--- config.mk ---
export PLATFORM = sky130hd
export DESIGN_NAME = irq_accept_unit
export DESIGN_NICKNAME = d
export VERILOG_FILES = /design/src/rtl/irqa_pkg.sv /design/src/rtl/irqa_top_find.sv /design/src/rtl/irqa_gate.sv /design/src/rtl/irq_accept_unit.sv
export SDC_FILE = /design/constraint.sdc
export NUM_CORES = 2
export LEC_CHECK = 0
export ABC_AREA = 1
export BUFFER_PORTS_ARGS = -buffer_cell sky130_fd_sc_hd__buf_2
export CORE_MARGIN = 10
export CORE_UTILIZATION = 50
export DETAILED_ROUTE_END_ITERATION = 8
export PLACE_DENSITY = 0.61
export SLEW_MARGIN = 10
export SYNTH_ARGS = -nofsm -noshare
export SYNTH_HDL_FRONTEND = slang
export SYNTH_SLANG_ARGS = --single-unit
--- constraint.sdc ---
create_clock -name clk -period 37.4 [get_ports clk]
set_clock_uncertainty 0.15 [all_clocks]
set_input_delay 0 -clock clk [delete_from_list [all_inputs] [get_ports clk]]
set_output_delay 0 -clock clk [all_outputs]
set_load 0.01 [all_outputs]
--- src/rtl/irqa_pkg.sv ---
package irqa_pkg;
  localparam int DEF_VEC_W = 8;
  localparam int DEF_CLS_W = 4;

  typedef enum logic {TRIG_EDGE = 1'b0, TRIG_LEVEL = 1'b1} trig_e;
endpackage

--- src/rtl/irqa_top_find.sv ---
// Finds the highest-numbered set bit of a vector.
module irqa_top_find #(
  parameter int N  = 256,
  parameter int IW = 8
) (
  input  logic [N-1:0]  bits,
  output logic          any,
  output logic [IW-1:0] idx
);
  always_comb begin
    any = 1'b0;
    idx = '0;
    for (int i = 0; i < N; i++) begin
      if (bits[i]) begin
        any = 1'b1;
        idx = IW'(i);
      end
    end
  end
endmodule

--- src/rtl/irqa_gate.sv ---
// Per-vector deliverability: pending and class above both thresholds.
module irqa_gate #(
  parameter int VEC_W = 8,
  parameter int CLS_W = 4,
  localparam int N     = 1 << VEC_W,
  localparam int SHIFT = VEC_W - CLS_W
) (
  input  logic [N-1:0]     pend,
  input  logic [CLS_W-1:0] tpr_cls,
  input  logic [CLS_W-1:0] isv_cls,
  output logic [N-1:0]     dlv
);
  for (genvar v = 0; v < N; v++) begin : g_vec
    localparam logic [CLS_W-1:0] VCLS = CLS_W'(v >> SHIFT);
    assign dlv[v] = pend[v] && (VCLS > tpr_cls) && (VCLS > isv_cls);
  end
endmodule

--- src/rtl/irq_accept_unit.sv ---
module irq_accept_unit
  import irqa_pkg::*;
#(
  parameter int VEC_W = DEF_VEC_W,
  parameter int CLS_W = DEF_CLS_W
) (
  input  logic             clk,
  input  logic             rst,
  input  logic             msg_valid,
  input  logic [VEC_W-1:0] msg_vec,
  input  logic             msg_level,
  input  logic             core_ie,
  input  logic             tpr_we,
  input  logic [CLS_W-1:0] tpr_wdata,
  input  logic             ack,
  input  logic             eoi_we,
  output logic             irq_req,
  output logic             ack_valid,
  output logic [VEC_W-1:0] ack_vec,
  output logic             eoi_out_valid,
  output logic [VEC_W-1:0] eoi_out_vec
);
  localparam int N = 1 << VEC_W;

  logic [N-1:0]     pend, insvc, tmode;
  logic [N-1:0]     pend_n, insvc_n, tmode_n;
  logic [CLS_W-1:0] tpr;
  logic [N-1:0]     dlv;
  logic             isv_any, dlv_any;
  logic [VEC_W-1:0] isv_idx, best;
  logic [CLS_W-1:0] isv_cls;
  logic             do_ack, do_eoi;

  irqa_top_find #(.N(N), .IW(VEC_W)) u_isv_find (
    .bits(insvc), .any(isv_any), .idx(isv_idx)
  );

  assign isv_cls = isv_any ? isv_idx[VEC_W-1 -: CLS_W] : '0;

  irqa_gate #(.VEC_W(VEC_W), .CLS_W(CLS_W)) u_gate (
    .pend(pend), .tpr_cls(tpr), .isv_cls(isv_cls), .dlv(dlv)
  );

  irqa_top_find #(.N(N), .IW(VEC_W)) u_dlv_find (
    .bits(dlv), .any(dlv_any), .idx(best)
  );

  assign do_ack = ack && dlv_any;
  assign do_eoi = eoi_we && isv_any;

  always_comb begin
    pend_n  = pend;
    insvc_n = insvc;
    tmode_n = tmode;
    if (do_ack) begin
      pend_n[best]  = 1'b0;
      insvc_n[best] = 1'b1;
    end
    if (do_eoi) insvc_n[isv_idx] = 1'b0;
    if (msg_valid) begin
      pend_n[msg_vec]  = 1'b1;
      tmode_n[msg_vec] = msg_level;
    end
  end

  always_ff @(posedge clk) begin
    if (rst) begin
      pend          <= '0;
      insvc         <= '0;
      tmode         <= '0;
      tpr           <= '0;
      irq_req       <= 1'b0;
      ack_valid     <= 1'b0;
      ack_vec       <= '0;
      eoi_out_valid <= 1'b0;
      eoi_out_vec   <= '0;
    end else begin
      pend          <= pend_n;
      insvc         <= insvc_n;
      tmode         <= tmode_n;
      if (tpr_we) tpr <= tpr_wdata;
      irq_req       <= dlv_any && core_ie;
      ack_valid     <= do_ack;
      ack_vec       <= best;
      eoi_out_valid <= do_eoi && (tmode[isv_idx] == TRIG_LEVEL);
      eoi_out_vec   <= isv_idx;
    end
  end


  irq_gated_chk: assert property (@(posedge clk) disable iff (rst)
    irq_req |-> $past(core_ie));


  ack_above_tpr_chk: assert property (@(posedge clk) disable iff (rst)
    ack_valid |-> (ack_vec[VEC_W-1 -: CLS_W] > $past(tpr)));


  ack_sets_insvc_chk: assert property (@(posedge clk) disable iff (rst)
    ack_valid |-> insvc[ack_vec]);


  eoi_pulse_cause_chk: assert property (@(posedge clk) disable iff (rst)
    eoi_out_valid |-> ($past(eoi_we) && !insvc[eoi_out_vec]));


  no_drop_chk: assert property (@(posedge clk) disable iff (rst)
    !$past(ack) |-> ($countones(pend) >= $countones($past(pend))));
endmodule

# After elaboration in Yosys (flattened, before gate mapping)
# Index checks and enable logic that the tools add are counted.
[totals]
regBits = 791
out_inout_bits = 19
[classes]
magnitude_cmp = 38
n_mux = 1036
bitwise_logic = 6
n_reduce_logical = 519
[op_table]
columns = ["op", "count"]
rows = [
  ["$mux W8", 256],
  ["$mux W256", 4],
  ["$mux W7", 128],
  ["$logic_and A1 B1 Y1", 519],
  ["$mux W1", 518],
  ["$and A256 B256 Y256", 2],
  ["$not A256 Y256", 2],
  ["$or A256 B256 Y256", 2],
  ["$mux W6", 64],
  ["$bwmux W256", 1],
  ["$mux W5", 32],
  ["$mux W4", 17],
  ["$gt A4 B4 Y1 const A", 16],
  ["$gt A3 B4 Y1 const A", 8],
  ["$lt A8 B9 Y1 const B", 3],
  ["$demux W1 S8", 3],
  ["$ge A8 B1 Y1 const B", 3],
  ["$mux W3", 8],
  ["$gt A1 B4 Y1 const A", 4],
  ["$gt A2 B4 Y1 const A", 4],
  ["$bmux W1 S8", 1],
  ["$mux W2", 4],
]

# Longest topological paths before layout
[depth]
depth_word = 523
mapped_depth = 268

# Modules after synthesis
# From an unflattened synthesis, not the netlist that was laid out.
[hier_totals]
hier_cells = 6979
area_unflattened_um2 = 42378.1
[modules_own_cells]
columns = ["mod", "n_inst", "cells_per_inst", "area_per_inst_um2"]
rows = [
  ["irq_accept_unit", 1, 4487, 31876.8],
  ["irqa_top_find", 2, 963, 4015.1],
  ["irqa_gate", 1, 566, 2471.1],
]

# Least setup slack after synthesis
# No wires, ideal clock.
[synth_path]
path_type = "reg-to-reg"
from = "register insvc[252]"
to = "register pend[107]"
arrival_time_ns = 12.478
path_slack_ns = 24.640
stages_incl_launch_ff = 220
synth_period_minus_slack_ns = 12.760
path_cell_list = "dfxtp_1 > nor4_2 > inv_1 > nor2_2 > nand2_1 > nor2_2 > nand2_2 > nor2_8 > inv_4 > nor2_8 > inv_2 > nor2_8 > inv_2 > nor2_1 > o2111ai_1 > nand2_1 > o21ai_1 > a21oi_1 > (+184 left out) > nand2_1 > nand2_1 > nand2_1 > nand2_1 > nand2_1 > nand2_1 > nand2_1 > nand2_1 > nand2_2 > nand2_4 > nand2_2 > nand2_4 > inv_2 > nor2_8 > nand2_4 > buf_2 > o21ai_1 > a21oi_1"
[synth_via]
elab_chain_len = 271
[synth_rtl]
columns = ["item", "line", "rtl"]
rows = [
  ["start, declared", "irq_accept_unit.sv:25", "logic [N-1:0] pend, insvc, tmode;"],
  ["start signal, assigned", "irq_accept_unit.sv:79", "insvc <= insvc_n;"],
  ["$mux W8 / $mux W1 (equally long branches) (4 in series)", "irqa_top_find.sv:14", "if (bits[i]) begin"],
  ["$mux W4 (*)", "irq_accept_unit.sv:38", "assign isv_cls = isv_any ? isv_idx[VEC_W-1 -: CLS_W] : '0;"],
  ["$gt A1 B4 Y1", "irqa_gate.sv:15", "assign dlv[v] = pend[v] && (VCLS > tpr_cls) && (VCLS > isv_cls);"],
  ["$logic_and A1 B1 Y1", "irqa_gate.sv:15", ""],
  ["$mux W1", "irqa_top_find.sv:14", ""],
  ["$mux W2 (2 in series)", "irqa_top_find.sv:14", ""],
  ["$mux W3 (4 in series)", "irqa_top_find.sv:14", ""],
  ["$mux W4 (8 in series)", "irqa_top_find.sv:14", ""],
  ["(+241 left out)", "--", ""],
  ["$logic_and A1 B1 Y1 (implied by the code)", "irq_accept_unit.sv:56", "pend_n[best] = 1'b0;"],
  ["$mux W1 (implied by the code)", "irq_accept_unit.sv:56", ""],
  ["$demux W1 S8", "irq_accept_unit.sv:56", ""],
  ["$not A256 Y256 (no source line)", "--", ""],
  ["$and A256 B256 Y256 (no source line)", "--", ""],
  ["$mux W256 (*)", "irq_accept_unit.sv:55", "if (do_ack) begin"],
  ["$or A256 B256 Y256 (no source line)", "--", ""],
  ["$mux W256 (*)", "irq_accept_unit.sv:60", "if (msg_valid) begin"],
  ["end signal, assigned", "irq_accept_unit.sv:78", "pend <= pend_n;"],
  ["end, declared", "irq_accept_unit.sv:25", ""],
]
# Every way passes the cells marked *; elsewhere a longest branch is shown, timed or not.
# A chain may end at the register's enable or synchronous reset.

==> summary.log <==
INFO  status         status=completed
INFO  die            die_area=0.0929mm²
INFO  logic_synthesis dominantRegCellSynth=sky130_fd_sc_hd__dfxtp_1
INFO  die            coreArea=0.0804mm²
INFO  worst_setup_path crit_family=simple AND/OR/NAND/NOR gates
INFO  worst_setup_path cpMostUsedCell=sky130_fd_sc_hd__nand2_1
INFO  power          power.sequential.fraction=41.1%
INFO  power          power.share.switching=29.2%
INFO  min_path       timing.hold.worst_path_depth=6
INFO  worst_setup_path cp_slowest_stage_delay=0.78ns
INFO  global_routing first_global_vias=38500
INFO  power          power.share.combinational=13.8%
INFO  min_path       min_to=pend[255]
INFO  drt            finalWirelength=174000µm
INFO  final_layout   final_nets=6258
INFO  logic_synthesis ys_warn_count=0
INFO  final_layout   final_layout_size_suffix_gt1_share=5.08%
INFO  clock_network  cts_tree=yes
INFO  worst_setup_path critPathCaptureType=flop
INFO  worst_setup_path worst_setup_path_start_kind=flop
INFO  worst_setup_path r2r_start=insvc[62]
INFO  power          clk_network_pwr_share=45.1%
INFO  worst_setup_path reg2reg_setup_slack=19.26ns
INFO  worst_setup_path worst_ep_required_time=37.78ns
INFO  logic_synthesis synth_top_cell_area_share=38.3%
INFO  drt            detail_route.iter0.violations=5209
INFO  timing         grt_setup_unrepaired=no
INFO  worst_setup_path critPathKind=flop to flop
INFO  timing         timing.final.setup_violations=0
INFO  placement      rd_place_congestion=0.976
INFO  drt            post-route-drc-count=0
INFO  die            placementRows=104
INFO  logic_synthesis synthesis.nets=6350
INFO  clock_network  count_of_instances_resized_after_the_clock_tree_is_built=0
INFO  final_layout   post-route-util=55.6%
INFO  global_routing grt.overflow.total=0
INFO  clock_network  maximum_buffer_depth_of_the_clock_tree=3
INFO  global_routing antenna_found_initial=4
INFO  worst_setup_path cp_num_buf_inv=4
INFO  power          internal-power=1.43mW
INFO  worst_setup_path timing.critical_path.arrival=18.53ns
INFO  timing         setup_tns=0ns
INFO  job            drv_cap=0
INFO  drt            drt-vias-per-instance=5.83
INFO  clock_network  htreeDepth=3
INFO  logic_synthesis yosysTopAreaCell=sky130_fd_sc_hd__dfxtp_1
INFO  worst_setup_path cpMaxStageDelayCell=sky130_fd_sc_hd__inv_2
INFO  min_path       hold_class=primary input to flop
INFO  power          power.ir.vdd_worst=37.5µV
INFO  clock_network  root_buffer=sky130_fd_sc_hd__clkbuf_16
INFO  clock_network  holdBufCountCts=22
INFO  logic_synthesis post_synth.cell_area_avg=6.41µm²
INFO  logic_synthesis netlist_instances=6330
INFO  clock_network  worst_skew_late_latency=0.66ns
INFO  timing         final_period_minus_worst_setup_slack=18.14ns
INFO  timing         final-max-slew-violation-count=0
INFO  die            chipWidth=305µm
INFO  clock_network  cts_post_setup_buffers_inserted=0
INFO  logic_synthesis syn_area=0.0406mm²
INFO  die            die-height=305µm
INFO  timing         maxSlewHeadroom=16.7%
INFO  final_layout   area_growth=10.2%
INFO  min_path       hold_path_startpoint=msg_vec[5]
INFO  placement      port_buffers=38
INFO  global_routing global_route_wire_length_before_repair=252000µm
INFO  logic_synthesis synth_cell_type_count=42
INFO  timing         report.final.hold_viol_count=0
INFO  worst_setup_path r2r_cells=213
INFO  logic_synthesis synth.most_common_cell=sky130_fd_sc_hd__nand2_1
INFO  timing         worst_pin_slew=1.25ns
INFO  timing         layout_worst_path_cycle_share=48.5%
INFO  final_layout   regArea=0.0155mm²
INFO  power          p_leak=19.8nW
INFO  worst_setup_path path_max_fanout=19
INFO  final_layout   multi_input_logic_area=0.0199mm²
INFO  final_layout   fillerInstances=8198
INFO  clock_network  tritoncts.num_buffers=87
INFO  global_routing grtUsageTotal=35.6%
INFO  power          power_dissipated_by_switching_net_loads=0.590mW
INFO  drt            drtPass1Iterations=6
INFO  placement      dp_hpwl=113000µm
INFO  clock_network  clkTransAtPathRegs=0.06ns
INFO  drt            route.vias.total=42900
INFO  logic_synthesis synth_enable_flop_cells=0
INFO  drt            postRouteAntennaNets=0
INFO  power          powerDensity=45.2mW/mm²
INFO  global_routing grt_max_degree=190
INFO  logic_synthesis synthTopCellsByCount=sky130_fd_sc_hd__nand2_1, sky130_fd_sc_hd__inv_1, sky130_fd_sc_hd__nor2_1, sky130_fd_sc_hd__dfxtp_1, sky130_fd_sc_hd__a21oi_1
INFO  logic_synthesis ys_seq_elements=775
INFO  worst_setup_path r2r-end=insvc[162]
INFO  clock_network  clock_sink_count=775
INFO  die            floorplan.initialDensity=50.4%
INFO  logic_synthesis async_set_or_reset_flop_fraction_in_the_synthesized_netlist=0%
INFO  timing         fmax=55.1MHz
INFO  drt            routed_wire_length_per_instance=23.6µm
INFO  logic_synthesis register_area_share_after_synthesis=38.3%
INFO  die            io_pins=39
INFO  logic_synthesis ys_top_cells_by_area=sky130_fd_sc_hd__dfxtp_1, sky130_fd_sc_hd__nand2_1, sky130_fd_sc_hd__inv_1
==> stage by stage <==
step	hold slack, ns	total power, mW	std cells	instance area, µm²	worst slack [ns]
2_1_floorplan	-0.0281	1.01	6330	40600	24.64
3_3_place_gp	0.0737	1.11	7187	41500	19.71
3_5_place_dp	0.0800	1.11	7187	41500	19.77
4_1_cts	0.00105	2.01	7360	44700	19.70
5_1_grt	0.0627	2.06	7360	44700	17.30
6_report	0.0270	2.02	7363	44700	19.26
==> metal layers <==
metal	up-vias	wire [µm]	track usage, %
li1	20200	-	-
met1	19800	72000	48.4
met2	2448	72100	52.4
met3	489	19300	7.13
met4	4	10700	18.9
met5	-	24	0
==> flip-flops by register name, indices dropped and copies added, names as in the netlist <==
register and flops:
insvc 256, eoi_out_valid 1, tpr 4, irq_req 1, ack_vec 8, pend 240
ack_valid 1, tmode 256, eoi_out_vec 8
==> tightest hold or removal path: stages <==
cell	delay [ns]
sky130_fd_sc_hd__buf_2	0.13
sky130_fd_sc_hd__nand2_1	0.22
sky130_fd_sc_hd__nor3_2	0.06
sky130_fd_sc_hd__buf_4	0.19
sky130_fd_sc_hd__nand2_1	0.10
sky130_fd_sc_hd__a21oi_1	0.07
==> power by group through the flow <==
stage / sequential [mW] / combinational (mW) / clock [mW]
after floorplan: 0.850 / 0.157 / 0
after global placement: 0.849 / 0.266 / 0
after detailed placement: 0.849 / 0.265 / 0
after CTS: 0.831 / 0.267 / 0.912
after global routing: 0.831 / 0.290 / 0.943
final: 0.831 / 0.279 / 0.910
==> how the worst max path moves through the flow <==
stage / slack, ns / cells after the start / end / from
detailed placement: 19.77 / 213 / insvc[66] / insvc[62]
global placement: 19.71 / 213 / insvc[106] / insvc[62]
finish: 19.26 / 213 / insvc[162] / insvc[62]
floorplan: 24.64 / 219 / pend[107] / insvc[252]
global route: 17.30 / 217 / insvc[202] / insvc[210]
CTS: 19.70 / 213 / insvc[66] / insvc[62]
==> final cells by class <==
class,instances,share of cell area (%)
clock buffer,133,5.96
multi-input combinational,4205,44.6
tap,1060,2.97
inverter,1023,8.62
sequential,775,34.7
timing repair buffer,146,2.46
clock inverter,18,0.691
antenna,3,0.0168
==> cell families (layout without fill, tap and decap cells) <==
| group | count (synthesis) | after routing | synth area share [%] |
|---|---|---|---|
| flip-flops | 775 | 775 | 38.3 |
| AND/OR/NAND/NOR | 2798 | 2798 | 29.8 |
| AO/OA/AOI/OAI | 1407 | 1407 | 19.1 |
| buffers and inverters | 1350 | 1320 | 12.8 |
| other | 0 | 3 | 0 |
==> placed cells by master, fill, tap and decap left out, types with 7 or more instances in the layout <==
master                          count
sky130_fd_sc_hd__clkbuf_8          26
sky130_fd_sc_hd__nor4_1             8
sky130_fd_sc_hd__clkbuf_1          18
sky130_fd_sc_hd__inv_1            991
sky130_fd_sc_hd__inv_2             16
sky130_fd_sc_hd__nand4_1           90
sky130_fd_sc_hd__nand2_1         1134
sky130_fd_sc_hd__buf_2             36
sky130_fd_sc_hd__o211ai_1          82
sky130_fd_sc_hd__nand3b_1         174
sky130_fd_sc_hd__nor3_1            36
sky130_fd_sc_hd__o21bai_1           8
sky130_fd_sc_hd__clkinv_1          13
sky130_fd_sc_hd__nor2_2            12
sky130_fd_sc_hd__o21ai_1          197
sky130_fd_sc_hd__a211oi_1         100
sky130_fd_sc_hd__nor2_1           934
sky130_fd_sc_hd__dfxtp_1          775
sky130_fd_sc_hd__buf_4             84
sky130_fd_sc_hd__o21ai_0          376
sky130_fd_sc_hd__bufinv_16          8
sky130_fd_sc_hd__a31oi_1           51
sky130_fd_sc_hd__clkbuf_16         90
sky130_fd_sc_hd__a221oi_1          30
sky130_fd_sc_hd__clkinv_2           7
sky130_fd_sc_hd__nand3_1          375
sky130_fd_sc_hd__a21oi_1          545
sky130_fd_sc_hd__nand2_2           14
sky130_fd_sc_hd__dlygate4sd3_1     22
Note: power is estimated with default switching activity, not from simulation.
